==> src/rtl/cpp_pkg.sv <==
package cpp_pkg;

    localparam int WORD_W   = 32;
    localparam int ENV_NUM  = 8;
    localparam int ENV_TEX  = 1;
    localparam int ENV_MASK = 6;
    localparam int TEX_BITS = 9;
    localparam int STAT_W   = 13;

    typedef enum logic [1:0] {
        ST_GATHER = 2'd0,
        ST_SEND   = 2'd1,
        ST_XWAIT  = 2'd2
    } cpp_state_e;

    typedef struct packed {
        logic              valid;
        logic              dir;
        logic [WORD_W-1:0] pos;
        logic [WORD_W-1:0] size;
    } xfer_req_t;

    localparam logic [7:0] OP_IMG_WR = 8'hA0;
    localparam logic [7:0] OP_IMG_RD = 8'hC0;

    // Parameter words that follow a header carrying this opcode.
    function automatic logic [3:0] param_words(input logic [7:0] op);
        logic [3:0] n;
        n = 4'd0;
        case (op[7:5])
            3'b000: n = (op == 8'h02) ? 4'd2 : 4'd0;
            3'b001: begin
                case (op[4:2])
                    3'd0: n = 4'd3;
                    3'd1: n = 4'd6;
                    3'd2: n = 4'd4;
                    3'd3: n = 4'd8;
                    3'd4: n = 4'd5;
                    3'd5: n = 4'd8;
                    3'd6: n = 4'd7;
                    default: n = 4'd11;
                endcase
            end
            3'b010: begin
                case (op[4:3])
                    2'd0: n = 4'd2;
                    2'd3: n = 4'd4;
                    default: n = 4'd3;
                endcase
            end
            3'b011: begin
                case (op[4:2])
                    3'd0: n = 4'd2;
                    3'd1: n = 4'd3;
                    3'd2: n = 4'd1;
                    3'd3: n = 4'd0;
                    3'd4: n = 4'd1;
                    3'd5: n = 4'd2;
                    3'd6: n = 4'd1;
                    default: n = 4'd2;
                endcase
            end
            3'b100: n = (op == 8'h80) ? 4'd3 : 4'd0;
            3'b101: n = (op == OP_IMG_WR) ? 4'd2 : 4'd0;
            3'b110: n = (op == OP_IMG_RD) ? 4'd2 : 4'd0;
            default: n = 4'd0;
        endcase
        return n;
    endfunction

    // Index of the word carrying texture-page bits, 0 when none.
    function automatic logic [3:0] tex_word(input logic [7:0] op);
        if ((op & 8'hF4) == 8'h24) return 4'd4;
        if ((op & 8'hF4) == 8'h34) return 4'd5;
        return 4'd0;
    endfunction

    function automatic logic touches_vram(input logic [7:0] op);
        return (op >= 8'h02) && (op <= 8'hBF);
    endfunction

    function automatic logic is_env_op(input logic [7:0] op);
        return op[7:3] == 5'b11100;
    endfunction

endpackage

==> src/rtl/cpp_pkt_store.sv <==
module cpp_pkt_store #(
    parameter int DEPTH  = 12,
    parameter int WIDTH  = 32,
    localparam int IDX_W = $clog2(DEPTH)
) (
    input  logic             clk,
    input  logic             wr_en,
    input  logic [IDX_W-1:0] wr_idx,
    input  logic [WIDTH-1:0] wr_data,
    input  logic [IDX_W-1:0] rd_idx,
    output logic [WIDTH-1:0] rd_data
);

    logic [WIDTH-1:0] slots [DEPTH];

    always_ff @(posedge clk) begin
        if (wr_en) slots[wr_idx] <= wr_data;
    end

    assign rd_data = slots[rd_idx];

endmodule

==> src/rtl/cpp_env_file.sv <==
module cpp_env_file
    import cpp_pkg::*;
(
    input  logic                      clk,
    input  logic                      rst,
    input  logic                      hdr_we,
    input  logic [2:0]                hdr_sel,
    input  logic [WORD_W-1:0]         hdr_data,
    input  logic                      tex_we,
    input  logic [TEX_BITS-1:0]       tex_bits,
    output logic [ENV_NUM*WORD_W-1:0] env_flat,
    output logic [STAT_W-1:0]         status_low
);

    logic [WORD_W-1:0] regs [ENV_NUM];

    for (genvar k = 0; k < ENV_NUM; k++) begin : g_reg
        if (k == ENV_TEX) begin : g_tex
            always_ff @(posedge clk) begin
                if (rst)
                    regs[k] <= '0;
                else if (hdr_we && hdr_sel == 3'(k))
                    regs[k] <= hdr_data;
                else if (tex_we)
                    regs[k][TEX_BITS-1:0] <= tex_bits;
            end
        end else begin : g_plain
            always_ff @(posedge clk) begin
                if (rst)
                    regs[k] <= '0;
                else if (hdr_we && hdr_sel == 3'(k))
                    regs[k] <= hdr_data;
            end
        end
        assign env_flat[k*WORD_W +: WORD_W] = regs[k];
    end

    assign status_low = {regs[ENV_MASK][1:0], regs[ENV_TEX][10:0]};

endmodule

==> src/rtl/cmdpkt_parser.sv <==
module cmdpkt_parser
    import cpp_pkg::*;
#(
    parameter int DEPTH  = 12,
    localparam int IDX_W = $clog2(DEPTH)
) (
    input  logic                      clk,
    input  logic                      rst,
    input  logic                      in_valid,
    input  logic [WORD_W-1:0]         in_data,
    output logic                      in_ready,
    output logic                      out_valid,
    output logic [WORD_W-1:0]         out_data,
    output logic                      out_sop,
    input  logic                      out_ready,
    output logic                      xfer_valid,
    output logic                      xfer_dir,
    output logic [WORD_W-1:0]         xfer_pos,
    output logic [WORD_W-1:0]         xfer_size,
    input  logic                      xfer_done,
    output logic                      dirty,
    output logic [STAT_W-1:0]         status_low,
    output logic [ENV_NUM*WORD_W-1:0] env_out
);

    cpp_state_e       state;
    logic [IDX_W-1:0] wr_idx, rd_idx, send_last, last_idx;
    logic [7:0]       cur_op;
    logic [WORD_W-1:0] pos_q;
    xfer_req_t        xreq;
    logic             dirty_q;

    logic             accept, is_hdr, done_now, is_img;
    logic [7:0]       op_now;
    logic [IDX_W-1:0] last_now;
    logic [3:0]       tex_at;
    logic             tex_we, hdr_we;

    assign in_ready = (state == ST_GATHER);
    assign accept   = in_valid && in_ready;
    assign is_hdr   = (wr_idx == '0);
    assign op_now   = is_hdr ? in_data[31:24] : cur_op;
    assign last_now = is_hdr ? IDX_W'(param_words(in_data[31:24])) : last_idx;
    assign done_now = accept && (wr_idx == last_now);
    assign is_img   = (op_now == OP_IMG_WR) || (op_now == OP_IMG_RD);
    assign tex_at   = tex_word(cur_op);
    assign tex_we   = accept && !is_hdr && (tex_at != 4'd0) && (wr_idx == IDX_W'(tex_at));
    assign hdr_we   = accept && is_hdr && is_env_op(in_data[31:24]);

    cpp_pkt_store #(.DEPTH(DEPTH), .WIDTH(WORD_W)) u_store (
        .clk     (clk),
        .wr_en   (accept),
        .wr_idx  (wr_idx),
        .wr_data (in_data),
        .rd_idx  (rd_idx),
        .rd_data (out_data)
    );

    cpp_env_file u_env (
        .clk        (clk),
        .rst        (rst),
        .hdr_we     (hdr_we),
        .hdr_sel    (in_data[26:24]),
        .hdr_data   (in_data),
        .tex_we     (tex_we),
        .tex_bits   (in_data[TEX_BITS-1:0]),
        .env_flat   (env_out),
        .status_low (status_low)
    );

    always_ff @(posedge clk) begin
        if (rst) begin
            state     <= ST_GATHER;
            wr_idx    <= '0;
            rd_idx    <= '0;
            send_last <= '0;
            last_idx  <= '0;
            cur_op    <= '0;
            pos_q     <= '0;
            xreq      <= '0;
            dirty_q   <= 1'b0;
        end else begin
            xreq.valid <= done_now && is_img;
            dirty_q    <= done_now && touches_vram(op_now);
            if (done_now && is_img) begin
                xreq.dir  <= (op_now == OP_IMG_RD);
                xreq.pos  <= pos_q;
                xreq.size <= in_data;
            end
            case (state)
                ST_GATHER: begin
                    if (accept) begin
                        if (is_hdr) begin
                            cur_op   <= in_data[31:24];
                            last_idx <= last_now;
                        end
                        if (wr_idx == IDX_W'(1)) pos_q <= in_data;
                        if (done_now) begin
                            wr_idx <= '0;
                            if (op_now == OP_IMG_WR) begin
                                state <= ST_XWAIT;
                            end else if (op_now != OP_IMG_RD) begin
                                state     <= ST_SEND;
                                rd_idx    <= '0;
                                send_last <= last_now;
                            end
                        end else begin
                            wr_idx <= wr_idx + 1'b1;
                        end
                    end
                end
                ST_SEND: begin
                    if (out_ready) begin
                        if (rd_idx == send_last) state <= ST_GATHER;
                        else rd_idx <= rd_idx + 1'b1;
                    end
                end
                ST_XWAIT: begin
                    if (xfer_done) state <= ST_GATHER;
                end
                default: state <= ST_GATHER;
            endcase
        end
    end

    assign out_valid  = (state == ST_SEND);
    assign out_sop    = out_valid && (rd_idx == '0);
    assign xfer_valid = xreq.valid;
    assign xfer_dir   = xreq.dir;
    assign xfer_pos   = xreq.pos;
    assign xfer_size  = xreq.size;
    assign dirty      = dirty_q;

endmodule

==> config.mk <==
export PLATFORM = sky130hd
export DESIGN_NAME = cmdpkt_parser
export DESIGN_NICKNAME = d
export VERILOG_FILES = /design/src/rtl/cpp_pkg.sv /design/src/rtl/cpp_pkt_store.sv /design/src/rtl/cpp_env_file.sv /design/src/rtl/cmdpkt_parser.sv
export SDC_FILE = /design/constraint.sdc
export NUM_CORES = 1
export LEC_CHECK = 0
export BUFFER_PORTS_ARGS = -buffer_cell sky130_fd_sc_hd__buf_2
export CAP_MARGIN = 10
export CORE_AREA = 3 3 200 281
export CTS_BUF_LIST = sky130_fd_sc_hd__clkbuf_8 sky130_fd_sc_hd__clkbuf_16
export CTS_CLUSTER_DIAMETER = 80
export DETAILED_ROUTE_END_ITERATION = 10
export DIE_AREA = 0 0 203 284
export GPL_TIMING_DRIVEN = 0
export HOLD_SLACK_MARGIN = 0.02
export PLACE_DENSITY = 0.76
export SLEW_MARGIN = 30
export SYNTH_ARGS = -nofsm -noshare
export SYNTH_HDL_FRONTEND = slang
export SYNTH_SLANG_ARGS = --single-unit
==> constraint.sdc <==
create_clock -name clk -period 7.3 [get_ports clk]
set_clock_uncertainty 0.15 [all_clocks]
set_input_delay 0.73 -clock clk [delete_from_list [all_inputs] [get_ports clk]]
set_output_delay 0.73 -clock clk [all_outputs]
set_load 0.02 [all_outputs]
==> results of run 1 <==
[routing by layer]
metal  global-route usage  up-vias  part of all wire
met4                0.129        0             0.047
met3               0.0664      209             0.090
met2                0.513     1026              0.52
li1                     -     8051                 -
met1                0.356     9393              0.35
met5                    0        -                 0
[report_power, final]
part / internal (uW) / switching [uW]
Combinational: 226 / 555
Clock: 1940 / 1600
Sequential: 4860 / 42.4
[logic make-up after synthesis]
family	Yosys count
AO/OA/AOI/OAI	268
buffers and inverters	154
AND/OR/NAND/NOR	532
XOR/XNOR	12
flip-flops	769
adder cells (fa/ha/maj)	9
other	1
multiplexers	132
[area by class of cell]
type,instances,area (um^2),area share
buffer,137,647,0.0184
clock buffer,73,1830,0.0520
clock inverter,52,365,0.0104
inverter,17,65.1,0.00185
multi-input combinational,965,7170,0.204
sequential,769,21800,0.620
tap,721,902,0.0257
timing repair buffer,428,2370,0.0674
[worst max-delay path, stage by stage (launching register included)]
cell	delay, ns
dfxtp_1	0.34
clkbuf_1	0.20
inv_1	0.17
ha_1	0.22
nor3b_2	0.53
nand2_1	0.39
clkinv_2	0.43
nand4_1	0.53
nand2b_1	0.33
clkbuf_1	0.25
nor3_1	0.79
clkbuf_1	0.37
and2_1	0.19
[how the worst max path moves through the flow]
stage | endpoint | startpoint
2_1_floorplan | u_env.regs[0][64]$_SDFFCE_PN0P_ | wr_idx[0]$_SDFFE_PP0P_
3_3_place_gp | u_env.regs[1][24]$_SDFFCE_PN0P_ | wr_idx[0]$_SDFFE_PP0P_
3_5_place_dp | xfer_size[18]$_SDFFE_PP0P_ | in_data[27]
4_1_cts | u_env.regs[1][21]$_SDFFCE_PN0P_ | wr_idx[0]$_SDFFE_PP0P_
5_1_grt | u_env.regs[1][10]$_SDFFCE_PN0P_ | wr_idx[0]$_SDFFE_PP0P_
6_report | u_env.regs[1][10]$_SDFFCE_PN0P_ | wr_idx[0]$_SDFFE_PP0P_
[cells in the final DEF, fill, tap and decap left out, types with 4 or more instances in the layout]
master     synthesis  final
xnor2_1           10     10
a211oi_1           6      6
nor3_1            27     27
and2_1           202    194
mux2i_1           34     34
clkinv_2           0     12
nor2_1            46     46
a21oi_1          116    115
buf_2             13    426
nand2b_1           6      6
ha_1               9      9
buf_6              7      8
nor4_1             9      9
and3_1             9      7
o21ai_0          107    104
mux4_2            96     96
buf_1             18      9
buf_12             0     11
o2111ai_1          4      4
clkbuf_2           0      7
nor3b_1            5      5
conb_1             1     12
edfxtp_1         640    640
nand4_1            5      5
dfxtp_1          129    129
clkbuf_16          0     73
clkinv_1           2     14
nand2_1          137    134
clkbuf_1          85     85
buf_4             14     15
and2_2             0      6
nand3_1           72     72
inv_1             15     31
[stage by stage]
step | instances | setup TNS, ns | hold slack [ns] | worst slack, ns | cell area (um^2)
2_1_floorplan | 1888 | 0 | 0.281 | 1.87 | 29600
3_3_place_gp | 3015 | -33.38 | 0.292 | -0.391 | 32500
3_5_place_dp | 3037 | 0 | 0.301 | 2.11 | 32900
4_1_cts | 3162 | 0 | 0.310 | 2.24 | 35100
5_1_grt | 3162 | 0 | 0.322 | 1.81 | 35100
6_report | 3162 | 0 | 0.307 | 2.24 | 35100
[flip-flops by register name, indices dropped and copies added (netlist names), named ones only]
signal         flops
cur_op             8
xfer_valid         1
state              2
xfer_pos          32
wr_idx             4
xfer_size         32
xfer_dir           1
last_idx           4
u_env.regs       256
send_last          4
dirty              1
rd_idx             4
u_store.slots    384
pos_q             32
==> results.json, run 1 <==
{
  "status": "completed",
  "crit_path_start_kind": "flop",
  "hpwl_um": 57000,
  "synth.most_common_cell": "edfxtp_1",
  "detail_route.wirelength_um": 85400,
  "drt.antenna.violating_nets": 0,
  "cts_buffer_depth": 3,
  "antenna_found_initial": 3,
  "synthCells": 1877,
  "drive_above_1_share": 0.284,
  "synthSimpleGateAreaFrac": 0.0946,
  "cts_max_level": 3,
  "cts_setup_buffers": 0,
  "die_y_um": 284,
  "nFillCells": 3765,
  "synth_fa_ha_area_frac": 0.00381,
  "worstSetupPathType": "flop to flop",
  "synthFlopType": "edfxtp_1",
  "yosys-top-cells-area": "edfxtp_1 (65%), dfxtp_1 (8.7%), mux4_2 (7.3%)",
  "synth_compound_area_frac": 0.0509,
  "syn_area_per_cell_um2": 15.7,
  "cts-resized-gates": 0,
  "peakVddDrop_v": 0.000232,
  "setup_viol": 0,
  "fmax_mhz": 198,
  "syn_to_final_growth_pct": 19.0,
  "hold_violations": 0,
  "start_util": 0.548,
  "synth-seq-area-share": 0.738,
  "coreArea_um2": 54000,
  "grtUsageTotal": 0.296,
  "tightest_slew_ns": 1.03,
  "regToRegStartpoint": "wr_idx[0]$_SDFFE_PP0P_",
  "num_rows": 101,
  "place.gp.congestion": 0.955,
  "drtIter0Drc": 1875,
  "r2r_slack_ns": 2.24,
  "viasPerCell": 5.91,
  "synth-edff-count": 640,
  "cp.required_ns": 7.60,
  "rsz0062_at_grt": "false",
  "die_area_um2": 57700,
  "fin_crit_ns": 5.06,
  "crit_arrival_ns": 5.36,
  "n_antenna_cell": 0,
  "grt_pass1_wl_um": 126000,
  "power_uw": 9220,
  "slew_headroom": 0.312,
  "wl_per_cell_um": 27.0,
  "cap_violations": 0,
  "cts_made_buffers": 71,
  "die_x_um": 203,
  "dr.pass1.iters": 6,
  "grt_max_degree": 33,
  "synth.area.mux_share": 0.0855,
  "gr-total-overflow": 0,
  "post-route-period-util": 0.693,
  "cts-root-buf": "clkbuf_16",
  "worst_hold_startpoint": "last_idx[1]$_SDFFE_PP0P_",
  "tritoncts": "done",
  "yosys.area.top_type_share": 0.650,
  "drv_slew": 0,
  "ys_types": 61,
  "reg2reg_depth": 12,
  "async_flop_share": 0,
  "cts_hold_buf": 0,
  "worstReg2RegEnd": "u_env.regs[1][10]$_SDFFCE_PN0P_",
  "utilization": 0.651,
  "num_vias": 18700,
  "synth_xor_area_frac": 0.00356,
  "clkLatencyLatePin_ns": 0.60,
  "hold_path_depth": 2,
  "synthTopCellsByCount": "edfxtp_1 (640), and2_1 (202), nand2_1 (137)",
  "synth_area_um2": 29500,
  "cts.sinks": 769,
  "min_path_type": "flop to flop",
  "endpoint_kind": "flop",
  "ys_ff_latch": 769,
  "io-pin-count": 408,
  "leakagePower_uw": 0.0127,
  "nets": 2435,
  "holdPathEnd": "last_idx[1]$_SDFFE_PP0P_",
  "yosys.area.top_type": "edfxtp_1",
  "p_per_area_nw_per_um2": 262,
  "cts.clk_slew.worst_paths_ns": 0.07,
  "port_buffers": 406,
  "grt_pass1_vias": 19400,
  "drc": 0,
  "cp_max_fo": 20,
  "synth_top_family_by_area": "simple AND/OR/NAND/NOR gates",
  "yosys_warnings": 0
}
Power figures use the tool's default switching activity.
==> inputs of run 2 (changes only) <==
Clock period 7.3 ns to 5.19 ns, I/O delays scaled along.
==> run 2 against run 1 <==
Sequential share of layout area down 0.22 points. Cell area is 0.35% higher. Critical path depth down 5. Worst hold slack got worse by 0.17 ns. Critical path type is now flop to output port. Critical endpoint is now out_data[3]. Largest power group unchanged.
==> results.json, run 2 (synthesis results as in run 1) <==
{
  "dr.pass1.iters": 7,
  "nets": 2435,
  "grt_max_degree": 33,
  "hold_violations": 0,
  "final_common_cell": "edfxtp_1",
  "regToRegStartpoint": "wr_idx[0]$_SDFFE_PP0P_",
  "hpwl_um": 57100,
  "num_vias": 18700,
  "drt.antenna.violating_nets": 0,
  "power_uw": 12900,
  "cp_top_family": "buffers and inverters",
  "cp_max_fo": 10,
  "timing.hold.ws_ns": 0.135,
  "met3_length_um": 8120,
  "status": "completed",
  "port_buffers": 406,
  "endpoint_kind": "output port",
  "fin_cells": 3161,
  "worst_hold_startpoint": "xfer_done",
  "top_regs": "u_store.slots: 384 flops, u_env.regs: 256 flops",
  "grt_pass1_vias": 19300,
  "critPathSlowestCell": "buf_1",
  "regMostFlops": "u_store.slots",
  "slowest_delay_ns": 0.68,
  "antenna_found_initial": 5,
  "start_util": 0.548,
  "clkLatencyLatePin_ns": 0.61,
  "wirelength_met1_um": 28800,
  "worstReg2RegEnd": "u_env.regs[0][10]$_SDFFCE_PN0P_",
  "leakagePower_uw": 0.0127,
  "routed.top_layer": "met5",
  "r2r_slack_ns": 0.69,
  "crit_buf_inv": 4,
  "drv_slew": 0,
  "peakVddDrop_v": 0.000339,
  "syn_to_final_growth_pct": 19.4,
  "cts_buffer_depth": 3,
  "drtIter0Drc": 1567,
  "min_path_type": "input pin to flop",
  "die_x_um": 203,
  "cts-root-buf": "clkbuf_16",
  "hold_path_depth": 3,
  "viasPerCell": 5.91,
  "cts.clk_slew.worst_paths_ns": 0.06,
  "cpMostUsedCell": "clkbuf_1",
  "place.gp.congestion": 0.910,
  "layout_common_cells": "edfxtp_1 (640), buf_2 (422), and2_1 (194)",
  "tritoncts": "done",
  "slew_headroom": 0.312,
  "num_rows": 101,
  "cts.sinks": 769,
  "p_per_area_nw_per_um2": 367,
  "wl_met2_um": 43500,
  "setup_viol": 0,
  "grt_pass1_wl_um": 124000,
  "cts_max_level": 3,
  "rsz0062_at_grt": "false",
  "post-route-period-util": 0.872,
  "holdPathEnd": "state[1]$_SDFFE_PP0P_",
  "fmax_mhz": 221,
  "fin_tns_setup_ns": 0,
  "grtUsageTotal": 0.293,
  "utilization": 0.654,
  "cp.required_ns": 4.52,
  "cts_made_buffers": 69,
  "critical_path.cell_chain": "clkbuf_1, clkbuf_1, buf_1, mux4_2, nand2_1, o21ai_0, buf_2",
  "detail_route.wirelength_um": 84300,
  "worstSetupPathType": "flop to output port",
  "reg2reg_depth": 10,
  "coreArea_um2": 54000,
  "place_inst": 3037,
  "die_y_um": 284,
  "tightest_slew_ns": 1.02,
  "io-pin-count": 408,
  "largest_reg_flops": 384,
  "gr-total-overflow": 0,
  "wl_per_cell_um": 26.7,
  "cap_violations": 0,
  "fin_crit_ns": 4.53,
  "crit_path_start_kind": "flop",
  "crit_arrival_ns": 3.86,
  "die_area_um2": 57700,
  "drive_above_1_share": 0.286,
  "drc": 0
}
[run 2: changes by cell type in the layout (fill, tap and decap cells not counted), sizes merged]
| cell | delta |
|---|---|
| clkinv | -2 |
| inv | -2 |
| buf | +4 |
| bufinv | +2 |
| clkbuf | -4 |
| clkinvlp | -1 |
| diode | +2 |
[run 2: how the worst max path moves through the flow]
stage | from | end | slack (ns) | cells past startpoint
finish | flop | out_data[3] | 0.66 | 7
global route | flop | out_data[3] | 0.34 | 7
CTS | wr_idx[0]$_SDFFE_PP0P_ | u_env.regs[1][13]$_SDFFCE_PN0P_ | 0.21 | 12
detailed placement | in_data[27] | xfer_size[0]$_SDFFE_PP0P_ | 0.28 | 11
global placement | wr_idx[0]$_SDFFE_PP0P_ | u_env.regs[1][53]$_SDFFCE_PN0P_ | -2.31 | 8
floorplan | wr_idx[0]$_SDFFE_PP0P_ | u_env.regs[1][100]$_SDFFCE_PN0P_ | 0.01 | 8
[run 2: stage by stage]
step | instance area [um^2] | setup WS (ns)
after floorplan | 29600 | 0.0119
after global placement | 32500 | -2.31
after detailed placement | 33100 | 0.280
after CTS | 35200 | 0.211
after global routing | 35300 | 0.341
final | 35300 | 0.663
[run 2: final cells by class]
type / count / area (um^2)
clock buffers: 71 / 1780
fillers: 3786 / 18700
repair buffers: 430 / 2490
well taps: 721 / 902
inverters: 17 / 66.3
plain buffers: 137 / 647
multi-input cells: 965 / 7190
diodes: 2 / 5.00
clock inverters: 49 / 383
flip-flops and latches: 769 / 21800
[run 2: repair_timing]
action,4_1_cts,5_1_grt
hold buffers,0,0
setup buffers,0,2
setup endpoints to repair,0,66
endpoints found under the hold margin,0,0
gates resized for setup,0,4
[run 2: where the power goes]
part | total [uW] | internal [uW] | switching, uW
sequential | 6890 | 6830 | 58.1
clock | 4950 | 2740 | 2210
combinational | 1100 | 324 | 775
[run 2: per-layer routing]
layer  GRT usage  vias up
met5           0        -
met4       0.128        4
met3      0.0839      211
met1       0.344     9408
li1            -     8063
met2       0.502      994
[run 2: tightest hold or removal path, cell delays in order]
cell     delay (ns)
buf_2          0.09
o22ai_1        0.07
and3_1         0.17
